### src/rtl/spi_cmd_slave.sv
module spi_cmd_slave #(
  parameter int CMD_W       = 4,
  parameter int DATA_W      = 18,
  parameter int PAD_W       = 2,
  parameter int SYNC_STAGES = 2
) (
  input  logic              clk,
  input  logic              rst_n,
  input  logic              cs_n,
  input  logic              sclk,
  input  logic              din,
  output logic              dout,
  output logic              dout_oe,
  output logic              ready_n,
  output logic [DATA_W-1:0] input_reg,
  output logic              echo_en,
  output logic              hiz_after,
  output logic              exec_stb,
  output logic [CMD_W-1:0]  exec_cmd
);
  localparam int FRAME_W = CMD_W + DATA_W + PAD_W;
  localparam int CNT_W   = $clog2(FRAME_W + 1);
  localparam logic [CMD_W-1:0] OP_NOP    = CMD_W'(0);
  localparam logic [CMD_W-1:0] OP_WR_IN  = CMD_W'(1);
  localparam logic [CMD_W-1:0] OP_WR_CFG = CMD_W'(4);
  localparam logic [CMD_W-2:0] RB_IN     = OP_WR_IN[CMD_W-2:0];
  localparam logic [CMD_W-2:0] RB_CFG    = OP_WR_CFG[CMD_W-2:0];

  logic [SYNC_STAGES-1:0] cs_sync, sclk_sync, din_sync;
  logic                   sclk_prev;
  logic                   cs_s, sclk_s, din_s;
  logic                   sclk_rise, sclk_fall, last_bit;
  logic [CNT_W-1:0]       cnt, rb_idx;
  logic [FRAME_W-1:0]     shift_q, frame_nxt;
  logic [CMD_W-1:0]       cmd_q, cmd_nxt;
  logic [DATA_W-1:0]      data_nxt, rb_word;
  logic [1:0]             cfg_q, cfg_nxt;
  logic                   dout_q, drive_q, echo_bit;

  always_ff @(posedge clk or negedge rst_n)
    if (!rst_n) begin
      cs_sync   <= '1;
      sclk_sync <= '0;
      din_sync  <= '0;
      sclk_prev <= 1'b0;
    end else begin
      cs_sync   <= {cs_sync[SYNC_STAGES-2:0], cs_n};
      sclk_sync <= {sclk_sync[SYNC_STAGES-2:0], sclk};
      din_sync  <= {din_sync[SYNC_STAGES-2:0], din};
      sclk_prev <= sclk_s;
    end

  assign cs_s      = cs_sync[SYNC_STAGES-1];
  assign sclk_s    = sclk_sync[SYNC_STAGES-1];
  assign din_s     = din_sync[SYNC_STAGES-1];
  assign sclk_rise = !cs_s && sclk_s && !sclk_prev;
  assign sclk_fall = !cs_s && !sclk_s && sclk_prev;
  assign last_bit  = sclk_fall && (cnt == CNT_W'(FRAME_W - 1));

  assign frame_nxt = {shift_q[FRAME_W-2:0], din_s};
  assign cmd_nxt   = frame_nxt[FRAME_W-1 -: CMD_W];
  assign data_nxt  = frame_nxt[FRAME_W-1-CMD_W -: DATA_W];
  assign cfg_nxt   = (last_bit && cmd_nxt == OP_WR_CFG) ? data_nxt[1:0] : cfg_q;

  always_comb begin
    case (cmd_q[CMD_W-2:0])
      RB_IN:   rb_word = input_reg;
      RB_CFG:  rb_word = DATA_W'(cfg_q);
      default: rb_word = '0;
    endcase
  end

  always_comb begin
    rb_idx = CNT_W'(CMD_W + DATA_W) - cnt;
    if (cnt == '0)
      echo_bit = 1'b0;
    else if (cmd_q[CMD_W-1] && cnt > CNT_W'(CMD_W) && cnt <= CNT_W'(CMD_W + DATA_W))
      echo_bit = rb_word[rb_idx];
    else
      echo_bit = shift_q[0];
  end

  always_ff @(posedge clk or negedge rst_n)
    if (!rst_n) begin
      cnt       <= '0;
      shift_q   <= '0;
      cmd_q     <= OP_NOP;
      input_reg <= '0;
      cfg_q     <= '0;
      dout_q    <= 1'b0;
      drive_q   <= 1'b0;
      exec_stb  <= 1'b0;
      exec_cmd  <= OP_NOP;
    end else begin
      exec_stb <= last_bit;
      cfg_q    <= cfg_nxt;
      if (cs_s) begin
        cnt <= '0;
        if (cfg_q[1]) drive_q <= 1'b0;
      end else begin
        if (sclk_rise && cnt < CNT_W'(FRAME_W) && cfg_q[0]) begin
          dout_q  <= echo_bit;
          drive_q <= 1'b1;
        end
        if (sclk_fall && cnt < CNT_W'(FRAME_W)) begin
          shift_q <= frame_nxt;
          cnt     <= cnt + 1'b1;
          if (cnt == CNT_W'(CMD_W - 1)) cmd_q <= frame_nxt[CMD_W-1:0];
        end
        if (last_bit) begin
          exec_cmd <= cmd_nxt;
          if (cmd_nxt == OP_WR_IN) input_reg <= data_nxt;
          if (!cfg_nxt[0] || cfg_nxt[1]) drive_q <= 1'b0;
        end
      end
    end

  assign echo_en   = cfg_q[0];
  assign hiz_after = cfg_q[1];
  assign dout      = dout_q;
  assign dout_oe   = drive_q;
  assign ready_n   = (cnt != CNT_W'(FRAME_W));


  cnt_limit_chk: assert property (@(posedge clk) disable iff (!rst_n)
    cnt <= CNT_W'(FRAME_W));


  input_write_chk: assert property (@(posedge clk) disable iff (!rst_n)
    !$stable(input_reg) |-> (exec_stb && exec_cmd == OP_WR_IN));


  strobe_single_chk: assert property (@(posedge clk) disable iff (!rst_n)
    exec_stb |=> !exec_stb);


  ready_on_exec_chk: assert property (@(posedge clk) disable iff (!rst_n)
    $fell(ready_n) |-> exec_stb);


  ready_release_chk: assert property (@(posedge clk) disable iff (!rst_n)
    cs_s |=> ready_n);


  echo_off_chk: assert property (@(posedge clk) disable iff (!rst_n)
    !echo_en |-> !dout_oe);


  hiz_done_chk: assert property (@(posedge clk) disable iff (!rst_n)
    (hiz_after && !ready_n) |-> !dout_oe);
endmodule

### config.mk
export PLATFORM = sky130hd
export DESIGN_NAME = spi_cmd_slave
export DESIGN_NICKNAME = d
export VERILOG_FILES = /design/src/rtl/spi_cmd_slave.sv
export SDC_FILE = /design/constraint.sdc
export NUM_CORES = 1
export LEC_CHECK = 0
export BUFFER_PORTS_ARGS = -buffer_cell sky130_fd_sc_hd__buf_4
export CORE_MARGIN = 1.5
export CORE_UTILIZATION = 35
export DETAILED_ROUTE_END_ITERATION = 10
export SETUP_SLACK_MARGIN = 0.3
export SLEW_MARGIN = 20
export SYNTH_ARGS = -nofsm -noshare
export SYNTH_HDL_FRONTEND = slang
export SYNTH_SLANG_ARGS = --single-unit
### constraint.sdc
create_clock -name clk -period 2.5 [get_ports clk]
set_input_delay 0 -clock clk [delete_from_list [all_inputs] [get_ports clk]]
set_output_delay 0 -clock clk [all_outputs]
set_load 0.02 [all_outputs]
==> summary.md <==
| Metric | Value |
|---|---|
| Root Buffer | clkbuf_8 |
| Crit path capture type | flip-flop |
| Most numerous cell in the Yosys netlist | dfrtp_1 |
| Worst path arrival time | 2240 ps |
| Max-cap violation count | 0 |
| CTS H-tree lvls | 3 |
| Worst VDD drop | 0.000420 V |
| First-pass DRT Iterations | 4 |
| Total die area | 9290 um2 |
| Post-synth top area share | 52.5% |
| Setup Skew | 7.61 ps |
| Post-Route Hold Slack | 290 ps |
| Post-Synthesis Cell Area | 3050 um2 |
| Most frequent cells after synthesis | 64 x dfrtp_1, 36 x mux2_2, 21 x nand2_1 |
| First-pass GRT wire length | 9690 um |
| Placer Congestion | 0.838 |
| ANT nets after route | 0 |
| Dpl hpwl | 4100 um |
| Fill cells | 812 |
| Setup TNS | 0 ps |
| Leak | 1.74 nW |
| Tcrit/Tclk final | 81.2% |
| Final setup vio count | 0 |
| Post-synth EDFFs | 0 |
| Startpoint types | flip-flop |
| CTS tree | yes |
| Final net count | 287 |
| Final instance area | 3690 um2 |
| Largest net degree at the start of global routing | 67 |
| RSZ-0062 raised after global routing | no |
| Placed cell area | 3410 um2 |
| Synthesized area per cell | 13.0 um2 |
| Crit path max fanout | 8 |
| Min-delay worst type | in2async |
| Async SR Flop Fraction | 100% |
| I/O Buffers | 32 |
| WL final | 5800 um |
| Minimum clock period | 2030 ps |
| Synthesized Nets | 244 |
| Clk_lat worst skew | 330 ps |
| Max reg flops | 23 |
| FMAX | 0.493 GHz |
| # diodes | 0 |
| I/O pins | 33 |
| Chip Width | 96.4 um |
| Initial DRC Count | 98 |
| Final max-slew violation count | 0 |
| Yosys reg bits | 66 |
| Yosys top cell by area | dfrtp_1 |
| Synth Instances | 235 |
| Via count | 1,935 |
| Drt drc | 0 |
| Via-per-instance ratio | 4.99 |
| Share of cells above drive strength 1 | 41.7% |
| Setup CP Type | reg2reg |
| Initial antenna violation count | 0 |
| Global route total overflow | 0 |
| Worst Tran Pin Value | 808 ps |
| Row cnt | 33 |
| Max_slew headroom | 46.1% |
| Post-synthesis sequential area ratio | 54.2% |
| Area delta synth->final | 20.8% |
| Die height | 96.4 um |
| Req. time, crit path | 2710 ps |
| Vias in the first global route | 1,925 |
| Status | finished clean |
| PD cells | 613 nW/um2 |
| Num CTS Buffers | 9 |
| Top cells by area, synth | dfrtp_1 52%, mux2_2 13%, mux2_4 4.9%, nand2_1 2.6%, dfstp_2 1.7% |
| Hold Vio Cnt, Final | 0 |
| Core Box Area | 8340 um2 |
| Clk sinks | 66 |
| Synth Flop Type | dfrtp_1 |
| Initial cell density of the core | 36.6% |
| Max Root-Sink Buffers | 2 |
| Synth cell types | 49 |
| Clock transition at path regs | 70 ps |
| GR Util All Layers | 14.0% |
| Ys Warns | 0 |
| WL/cell | 14.9 um |
-- path summary, 6_finish.rpt --
kind,endpoint,slack (ps),cells after the start,start
setup / recovery,dout,470,7,cnt[0]
max in group asynchronous,shift_q[14],1660,2,rst_n
min in group clk,sclk_sync[0],320,2,sclk
hold reg to reg,din_sync[1],360,0,din_sync[0]
hold / removal,cnt[2],290,2,rst_n
setup reg to reg,dout,470,7,cnt[0]
-- cell type report --
| cell class | instances | area, um2 | share of cell area, % |
|---|---|---|---|
| flip-flops and latches | 66 | 1660 | 44.9 |
| clock inverters | 4 | 50.0 | 1.36 |
| well taps | 105 | 131 | 3.56 |
| multi-input cells | 152 | 1320 | 35.7 |
| clock buffers | 12 | 155 | 4.21 |
| inverters | 5 | 23.8 | 0.645 |
| repair buffers | 44 | 353 | 9.57 |
-- kinds of logic (layout without fill, tap and decap cells) --
group / count (synthesis) / count (layout) / share of synthesized area (%)
fa+ha+maj: 4 / 4 / 1.64
simple gates: 69 / 69 / 13.5
mux: 51 / 51 / 20.7
flops: 66 / 66 / 54.2
buf+inv: 17 / 65 / 3.07
xor+xnor: 4 / 4 / 1.15
compound gates: 24 / 24 / 5.66
-- critical path: stages (launching register included) --
cell and delay [ps]:
dfrtp_1 420, buf_4 190, ha_1 340, a21oi_1 130, xor2_1 170, nand4b_1 190, a221oi_1 370, o31ai_1 100
-- repair_timing --
action                                 CTS  global route
gates resized for setup                  0             4
setup buffers                            0             1
hold buffers                             4             0
setup endpoints to repair                0            19
endpoints found under the hold margin   67             0
-- report_power, final --
part | internal [mW] | total (mW) | switching, mW
combinational | 0.0803 | 0.148 | 0.0680
clock | 0.514 | 0.908 | 0.395
sequential | 1.14 | 1.20 | 0.0662
-- routing by layer --
metal / share of wire (%) / global-route usage (%) / wire length [um]
met5: 0 / 0 / 0
met4: 1.3 / 4.71 / 77
met1: 49 / 19.2 / 2810
met3: 4.0 / 4.23 / 231
met2: 46 / 21.0 / 2670
-- metrics by stage --
| stage | utilization, % | setup WS (ps) | instances | power [mW] |
|---|---|---|---|---|
| after CTS | 43.8 | 327 | 387 | 2.30 |
| after global placement | 40.8 | 352 | 367 | 1.37 |
| after global routing | 44.2 | 321 | 388 | 2.36 |
| after detailed placement | 40.8 | 355 | 367 | 1.37 |
| after floorplan | - | 357 | 235 | 1.29 |
| final | 44.2 | 470 | 388 | 2.26 |
-- cells in the final DEF, fill, tap and decap left out, types with 5 or more instances in the layout --
| cell | synthesis | final |
|---|---|---|
| nand2_1 | 21 | 21 |
| nand3b_1 | 7 | 7 |
| dfrtp_1 | 64 | 63 |
| mux2_2 | 36 | 36 |
| mux2_4 | 10 | 10 |
| nor2b_1 | 5 | 5 |
| buf_4 | 2 | 39 |
| nor2_1 | 11 | 11 |
| clkbuf_8 | 0 | 11 |
Power figures use the tool's default switching activity.
